$ cat src/rtl/tmr_regs_pkg.sv
package tmr_regs_pkg;
    localparam int BYTE_W = 8;
    localparam int CNT_W  = 2 * BYTE_W;
    localparam int MODE_W = 3;

    typedef enum logic [1:0] {
        ACC_LATCH = 2'd0,
        ACC_LSB   = 2'd1,
        ACC_MSB   = 2'd2,
        ACC_WORD  = 2'd3
    } acc_e;

    typedef enum logic {
        WR_FIRST  = 1'b0,
        WR_SECOND = 1'b1
    } wr_tog_e;

    typedef enum logic {
        RD_FIRST  = 1'b0,
        RD_SECOND = 1'b1
    } rd_tog_e;

    typedef enum logic [1:0] {
        CL_EMPTY = 2'd0,
        CL_LSB   = 2'd1,
        CL_MSB   = 2'd2,
        CL_WORD  = 2'd3
    } cl_e;
endpackage

$ cat src/rtl/tmr_chan_regs.sv
module tmr_chan_regs
    import tmr_regs_pkg::*;
(
    input  logic                  clk,
    input  logic                  rst_n,
    input  logic                  cfg_stb,
    input  acc_e                  cfg_acc,
    input  logic [MODE_W-1:0]     cfg_mode_in,
    input  logic                  cfg_bcd_in,
    input  logic                  cnt_req,
    input  logic                  sts_req,
    input  logic                  wr_stb,
    input  logic                  rd_stb,
    input  logic [BYTE_W-1:0]     wr_byte,
    input  logic [CNT_W-1:0]      live_cnt,
    input  logic                  live_out,
    output logic [BYTE_W-1:0]     rd_byte,
    output logic                  load_stb,
    output logic [CNT_W-1:0]      load_val,
    output logic [MODE_W-1:0]     mode_q,
    output logic                  bcd_q
);
    acc_e                acc_q,  acc_d;
    logic [MODE_W-1:0]   mode_d;
    logic                bcd_d;
    wr_tog_e             wtog_q, wtog_d;
    rd_tog_e             rtog_q, rtog_d;
    logic [BYTE_W-1:0]   held_q, held_d;
    cl_e                 cl_q,   cl_d;
    logic [CNT_W-1:0]    clv_q,  clv_d;
    logic                sf_q,   sf_d;
    logic [BYTE_W-1:0]   sv_q,   sv_d;
    logic                ld_d;
    logic [CNT_W-1:0]    ldv_d;

    // state register
    always_ff @(posedge clk) begin
        if (!rst_n) begin
            acc_q    <= ACC_WORD;
            mode_q   <= '0;
            bcd_q    <= 1'b0;
            wtog_q   <= WR_FIRST;
            rtog_q   <= RD_FIRST;
            held_q   <= '0;
            cl_q     <= CL_EMPTY;
            clv_q    <= '0;
            sf_q     <= 1'b0;
            sv_q     <= '0;
            load_stb <= 1'b0;
            load_val <= '0;
        end else begin
            acc_q    <= acc_d;
            mode_q   <= mode_d;
            bcd_q    <= bcd_d;
            wtog_q   <= wtog_d;
            rtog_q   <= rtog_d;
            held_q   <= held_d;
            cl_q     <= cl_d;
            clv_q    <= clv_d;
            sf_q     <= sf_d;
            sv_q     <= sv_d;
            load_stb <= ld_d;
            load_val <= ldv_d;
        end
    end

    // next state and read data
    always_comb begin
        acc_d   = acc_q;
        mode_d  = mode_q;
        bcd_d   = bcd_q;
        wtog_d  = wtog_q;
        rtog_d  = rtog_q;
        held_d  = held_q;
        cl_d    = cl_q;
        clv_d   = clv_q;
        sf_d    = sf_q;
        sv_d    = sv_q;
        ld_d    = 1'b0;
        ldv_d   = load_val;
        rd_byte = '0;

        if (cfg_stb) begin
            acc_d  = cfg_acc;
            mode_d = cfg_mode_in;
            bcd_d  = cfg_bcd_in;
            wtog_d = WR_FIRST;
            rtog_d = RD_FIRST;
        end
        if (cnt_req && cl_q == CL_EMPTY) begin
            cl_d  = cl_e'(acc_q);
            clv_d = live_cnt;
        end
        if (sts_req && !sf_q) begin
            sf_d = 1'b1;
            sv_d = {live_out, 1'b0, acc_q, mode_q, bcd_q};
        end

        if (wr_stb) begin
            unique case (acc_q)
                ACC_LSB: begin
                    ld_d  = 1'b1;
                    ldv_d = {{BYTE_W{1'b0}}, wr_byte};
                end
                ACC_MSB: begin
                    ld_d  = 1'b1;
                    ldv_d = {wr_byte, {BYTE_W{1'b0}}};
                end
                ACC_WORD: begin
                    if (wtog_q == WR_FIRST) begin
                        held_d = wr_byte;
                        wtog_d = WR_SECOND;
                    end else begin
                        ld_d   = 1'b1;
                        ldv_d  = {wr_byte, held_q};
                        wtog_d = WR_FIRST;
                    end
                end
                default: ;
            endcase
        end

        if (sf_q) begin
            rd_byte = sv_q;
            if (rd_stb) sf_d = 1'b0;
        end else if (cl_q != CL_EMPTY) begin
            unique case (cl_q)
                CL_LSB: begin
                    rd_byte = clv_q[BYTE_W-1:0];
                    if (rd_stb) cl_d = CL_EMPTY;
                end
                CL_MSB: begin
                    rd_byte = clv_q[CNT_W-1:BYTE_W];
                    if (rd_stb) cl_d = CL_EMPTY;
                end
                CL_WORD: begin
                    rd_byte = clv_q[BYTE_W-1:0];
                    if (rd_stb) cl_d = CL_MSB;
                end
                default: ;
            endcase
        end else begin
            unique case (acc_q)
                ACC_MSB: rd_byte = live_cnt[CNT_W-1:BYTE_W];
                ACC_WORD: begin
                    if (rtog_q == RD_FIRST) begin
                        rd_byte = live_cnt[BYTE_W-1:0];
                        if (rd_stb) rtog_d = RD_SECOND;
                    end else begin
                        rd_byte = live_cnt[CNT_W-1:BYTE_W];
                        if (rd_stb) rtog_d = RD_FIRST;
                    end
                end
                default: rd_byte = live_cnt[BYTE_W-1:0];
            endcase
        end
    end

    assert_msb_load_R9: assert property (@(posedge clk) disable iff (!rst_n)
        (wr_stb && acc_q == ACC_MSB && !cfg_stb) |=>
            (load_stb && load_val == {$past(wr_byte), {BYTE_W{1'b0}}}));

    assert_word_first_holds_R9: assert property (@(posedge clk) disable iff (!rst_n)
        (wr_stb && acc_q == ACC_WORD && wtog_q == WR_FIRST) |=> !load_stb);

    assert_count_freeze_ignored_R5: assert property (@(posedge clk) disable iff (!rst_n)
        (cnt_req && cl_q != CL_EMPTY && !rd_stb) |=> $stable(clv_q));

    assert_status_freeze_ignored_R5: assert property (@(posedge clk) disable iff (!rst_n)
        (sts_req && sf_q && !rd_stb) |=> $stable(sv_q));

    assert_toggle_restart_R12: assert property (@(posedge clk) disable iff (!rst_n)
        cfg_stb |=> (wtog_q == WR_FIRST && rtog_q == RD_FIRST));
endmodule

$ cat src/rtl/tmr_cmd_front.sv
module tmr_cmd_front
    import tmr_regs_pkg::*;
#(
    parameter int NCH = 3
) (
    input  logic                   clk,
    input  logic                   rst_n,
    input  logic                   wr_en,
    input  logic                   rd_en,
    input  logic [1:0]             addr,
    input  logic [BYTE_W-1:0]      wdata,
    output logic [BYTE_W-1:0]      rdata,
    input  logic [NCH*CNT_W-1:0]   live_cnt,
    input  logic [NCH-1:0]         live_out,
    output logic [NCH-1:0]         load_stb,
    output logic [NCH*CNT_W-1:0]   load_val,
    output logic [NCH*MODE_W-1:0]  cfg_mode,
    output logic [NCH-1:0]         cfg_bcd
);
    localparam logic [1:0] CTL_ADDR = 2'd3;

    logic                 ctl_wr, is_rb;
    logic [1:0]           sel;
    acc_e                 acc_f;
    logic [BYTE_W-1:0]    ch_rd [NCH];

    assign ctl_wr = wr_en && addr == CTL_ADDR;
    assign sel    = wdata[7:6];
    assign is_rb  = sel == 2'd3;
    assign acc_f  = acc_e'(wdata[5:4]);

    for (genvar c = 0; c < NCH; c++) begin : g_ch
        logic hit, cfg_s, cnt_r, sts_r;
        assign hit   = ctl_wr && !is_rb && sel == 2'(c);
        assign cfg_s = hit && acc_f != ACC_LATCH;
        assign cnt_r = (hit && acc_f == ACC_LATCH) ||
                       (ctl_wr && is_rb && wdata[1+c] && !wdata[5]);
        assign sts_r = ctl_wr && is_rb && wdata[1+c] && !wdata[4];

        tmr_chan_regs u_ch (
            .clk         (clk),
            .rst_n       (rst_n),
            .cfg_stb     (cfg_s),
            .cfg_acc     (acc_f),
            .cfg_mode_in (wdata[3:1]),
            .cfg_bcd_in  (wdata[0]),
            .cnt_req     (cnt_r),
            .sts_req     (sts_r),
            .wr_stb      (wr_en && addr == 2'(c)),
            .rd_stb      (rd_en && addr == 2'(c)),
            .wr_byte     (wdata),
            .live_cnt    (live_cnt[c*CNT_W +: CNT_W]),
            .live_out    (live_out[c]),
            .rd_byte     (ch_rd[c]),
            .load_stb    (load_stb[c]),
            .load_val    (load_val[c*CNT_W +: CNT_W]),
            .mode_q      (cfg_mode[c*MODE_W +: MODE_W]),
            .bcd_q       (cfg_bcd[c])
        );
    end

    always_comb begin
        rdata = '0;
        for (int c = 0; c < NCH; c++)
            if (addr == 2'(c)) rdata = ch_rd[c];
    end

    assert_single_load_R13: assert property (@(posedge clk) disable iff (!rst_n)
        $onehot0(load_stb));

    assert_pulse_width_R13: assert property (@(posedge clk) disable iff (!rst_n)
        (load_stb != '0) |=> (load_stb & $past(load_stb)) == '0);
endmodule

$ cat config.mk
export PLATFORM = sky130hd
export DESIGN_NAME = tmr_cmd_front
export DESIGN_NICKNAME = d
export VERILOG_FILES = /design/src/rtl/tmr_regs_pkg.sv /design/src/rtl/tmr_chan_regs.sv /design/src/rtl/tmr_cmd_front.sv
export SDC_FILE = /design/constraint.sdc
export NUM_CORES = 1
export LEC_CHECK = 0
export ABC_AREA = 1
export BUFFER_PORTS_ARGS = -buffer_cell sky130_fd_sc_hd__buf_4
export CORE_MARGIN = 2
export CORE_UTILIZATION = 55
export CTS_CLUSTER_DIAMETER = 50
export DETAILED_ROUTE_END_ITERATION = 10
export PLACE_DENSITY = 0.83
export SETUP_SLACK_MARGIN = 0.05
export SLEW_MARGIN = 25
export SYNTH_ARGS = -nofsm -noshare
export SYNTH_HDL_FRONTEND = slang
export SYNTH_SLANG_ARGS = --single-unit
$ cat constraint.sdc
create_clock -name clk -period 2.2 [get_ports clk]
set_clock_uncertainty 0.1 [all_clocks]
set_input_delay 0.22 -clock clk [delete_from_list [all_inputs] [get_ports clk]]
set_output_delay 0.22 -clock clk [all_outputs]
set_load 0.02 [all_outputs]
==> impl_metrics.json <==
{
  "hold_ws_ns": 0.01377,
  "synthFlopType": "dfxtp_1",
  "crit_family": "simple AND/OR/NAND/NOR gates",
  "cts_buffer_depth": 2,
  "die_x_um": 126.6,
  "end_kind": "output pin",
  "globalplace.congestion": 0.9101,
  "fin_ws_ns": -0.09016,
  "dp_hpwl_um": 16260,
  "synth_compound_area_share_pct": 22.65,
  "maxSlewHeadroom_pct": 66.13,
  "synthAdderAreaFrac_pct": 3.328,
  "num-fill-cells": 898,
  "antenna_found_initial": 0,
  "cp_slowest_cell": "dfxtp_4",
  "dieArea_mm2": 0.01603,
  "grt_first_pass_wirelength_um": 41580,
  "firstDrtPassIters": 6,
  "rsz0062_at_grt": "yes",
  "avgSynthCellArea_um2": 7.338,
  "crit_fanout": 8,
  "synth_top_family_by_area": "compound AO/OA/AOI/OAI gates",
  "p_leak_nw": 4.760,
  "io_pins": 136,
  "worst_pin_slew_ns": 0.5080,
  "failed_checks": "setup timing",
  "final_util_pct": 77.13,
  "max_freq_mhz": 436.7,
  "area_delta_synth_final_pct": 36.05,
  "initial_utilization_pct": 56.69,
  "maxCapViolCount": 0,
  "setup_viol": 5,
  "cts_htree_levels": 4,
  "timing.final.crit_period_ns": 2.290,
  "ir_drop_mv": 0.5861,
  "fp.dieH_um": 126.6,
  "cp_slowest_stage_delay_ns": 0.39,
  "antenna_cells": 0,
  "final.period_utilization_pct": 104.1,
  "syn_inst": 1127,
  "most-common-layout-cells": "a21oi_1 (180), buf_4 (173), dfxtp_1 (164)",
  "ys_seq_area_share_pct": 42.84,
  "drive_above_1_share_pct": 26.95,
  "min_path_type": "in -> reg",
  "critPathRequiredTime_ns": 1.88,
  "final_common_cell": "a21oi_1",
  "grt_max_degree": 131,
  "cp_common_cell": "nand2_1",
  "worstSetupPathType": "reg -> out",
  "wl_per_cell_um": 18.30,
  "async_flop_share_pct": 0,
  "cts.sinks": 177,
  "maxSlewViolCount": 0,
  "vias_per_cell": 6.014,
  "final_net_count": 1410,
  "synth.distinct_cells": 38,
  "grtUsageTotal_pct": 32.31,
  "synthMuxAreaShare_pct": 0,
  "synth_edf_count": 0,
  "ant_nets": 0,
  "hold_viol": 0,
  "overflow": 0,
  "synth_warnings": 0,
  "vias": 9141,
  "cp_data_arrival_time_ns": 1.97,
  "ys_ff_latch": 177,
  "clk_pin_slew_ns": 0.07,
  "drt-total-wl_um": 27810,
  "clock_tree.root_cell": "clkbuf_16",
  "p_per_area_mw_per_mm2": 651.0,
  "syn_area_mm2": 0.008270,
  "synth-simple-area-share_pct": 22.60,
  "route.detailed.drc": 0,
  "clk_latency_ns": 0.45,
  "place.port_buffers": 135,
  "status": "finished with violations",
  "synthXorXnorAreaFrac_pct": 0,
  "crit_chain": "inv_4 -> ha_4 -> inv_4 -> nand2_4 -> o21ai_4 -> buf_6 -> nand2_2 -> nand3_1 -> nand2_1 -> nand2_1 -> nand2_1 -> nand3_2 -> buf_6",
  "cts_tree": "yes",
  "syn_nets": 1214,
  "startpoint_type": "flop",
  "core_area_mm2": 0.01459,
  "drtIter0Drc": 1305,
  "numCtsBuffers": 17,
  "cp_num_buf_inv": 4,
  "grt_pass1_vias": 8222,
  "rows": 44
}
-- worst min-delay path, stage by stage --
cell	delay (ns)
buf_4	0.17
nand2_1	0.08
a21oi_1	0.05
-- metrics by stage --
step | TNS (ns) | setup WS [ns] | area (um^2) | total power, mW | instances
finish | -0.2748 | -0.09016 | 11250 | 7.325 | 1520
global route | -0.6738 | -0.1499 | 11250 | 7.524 | 1520
global placement | 0 | 0.1611 | 9340 | 4.108 | 1407
floorplan | 0 | 0.3304 | 8270 | 3.803 | 1127
detailed placement | 0 | 0.1170 | 9340 | 4.117 | 1407
CTS | 0 | 0.03677 | 10970 | 7.236 | 1509
-- Yosys cell counts, types with 3 or more instances --
master / count / area [um^2]
ha_1: 22 / 275.3
nor2_1: 121 / 454.2
a21oi_1: 187 / 935.9
clkbuf_1: 33 / 123.9
nand2_4: 5 / 56.30
inv_1: 76 / 285.3
o21ai_1: 39 / 195.2
dfxtp_1: 177 / 3543
nor2_4: 3 / 33.78
a31oi_1: 4 / 25.02
inv_2: 10 / 37.54
nand3_2: 3 / 30.03
clkinv_1: 4 / 15.01
nand2_2: 7 / 43.79
buf_6: 10 / 112.6
buf_4: 12 / 90.09
nor4_1: 3 / 18.77
o21ai_0: 98 / 490.5
nand2_1: 172 / 645.6
nand3_1: 87 / 435.4
buf_2: 8 / 40.04
nor2_2: 3 / 18.77
nand4_1: 5 / 31.28
o211ai_1: 16 / 120.1
-- logic make-up after synthesis --
logic type / count (synthesis)
simple gates: 417
compound gates: 357
flops: 177
buf+inv: 154
fa+ha+maj: 22
-- worst paths after layout --
| kind | start | end | slack, ns | cells after the start |
|---|---|---|---|---|
| max | g_ch[2].u_ch.acc_q[0]$_SDFFE_PN1P_ | rdata[4] | -0.09 | 13 |
| min | wdata[1] | g_ch[2].u_ch.mode_q[0]$_SDFFE_PN0P_ | 0.01 | 3 |
| max reg2reg | g_ch[2].u_ch.acc_q[0]$_SDFFE_PN1P_ | g_ch[2].u_ch.load_val[1]$_SDFFE_PN0P_ | 0.24 | 9 |
| min reg2reg | g_ch[2].u_ch.clv_q[6]$_SDFFE_PN0N_ | g_ch[2].u_ch.clv_q[6]$_SDFFE_PN0N_ | 0.36 | 2 |
-- metal layers --
metal / vias up / track usage, % / share of wire [%]
met1: 4190 / 40.45 / 38
met4: 0 / 15.64 / 4.9
li1: 4184 / - / -
met5: - / 0 / 0
met2: 628 / 51.78 / 46
met3: 139 / 8.604 / 11
-- area by class of cell --
| class | count | area (um^2) | share of cell area (%) |
|---|---|---|---|
| inverters | 91 | 384.1 | 3.414 |
| multi-input cells | 796 | 4459 | 39.63 |
| clock buffers | 20 | 456.7 | 4.059 |
| clock inverters | 12 | 131.4 | 1.168 |
| well taps | 184 | 230.2 | 2.046 |
| flip-flops and latches | 177 | 3585 | 31.86 |
| repair buffers | 240 | 2006 | 17.83 |
-- power by group --
part	switching, mW	total, mW	internal (mW)	leakage [nW]
logic	0.580	0.986	0.406	3.03
clock network	1.30	3.04	1.73	0.291
registers	0.0421	3.30	3.26	1.44
total	1.93	7.32	5.40	4.76
-- sequential cells by signal (all words and copies together) (netlist names) --
signal	count
g_ch.u_ch.acc_q	6
g_ch.u_ch.bcd_q	3
g_ch.u_ch.cl_q	6
g_ch.u_ch.clv_q	48
g_ch.u_ch.held_q	24
g_ch.u_ch.load_stb	3
g_ch.u_ch.load_val	48
g_ch.u_ch.mode_q	9
g_ch.u_ch.rtog_q	3
g_ch.u_ch.sf_q	3
g_ch.u_ch.sv_q	21
g_ch.u_ch.wtog_q	3
-- repair_timing --
| item | 4_1_cts | 5_1_grt |
|---|---|---|
| pin swaps | 22 | 31 |
| setup endpoints to repair | 8 | 8 |
| gates resized for setup | 120 | 50 |
| cloned | 0 | 0 |
| hold buffers | 52 | 0 |
| endpoints found under the hold margin | 53 | 0 |
| setup buffers | 18 | 11 |
(Power assumes the default switching activity.)
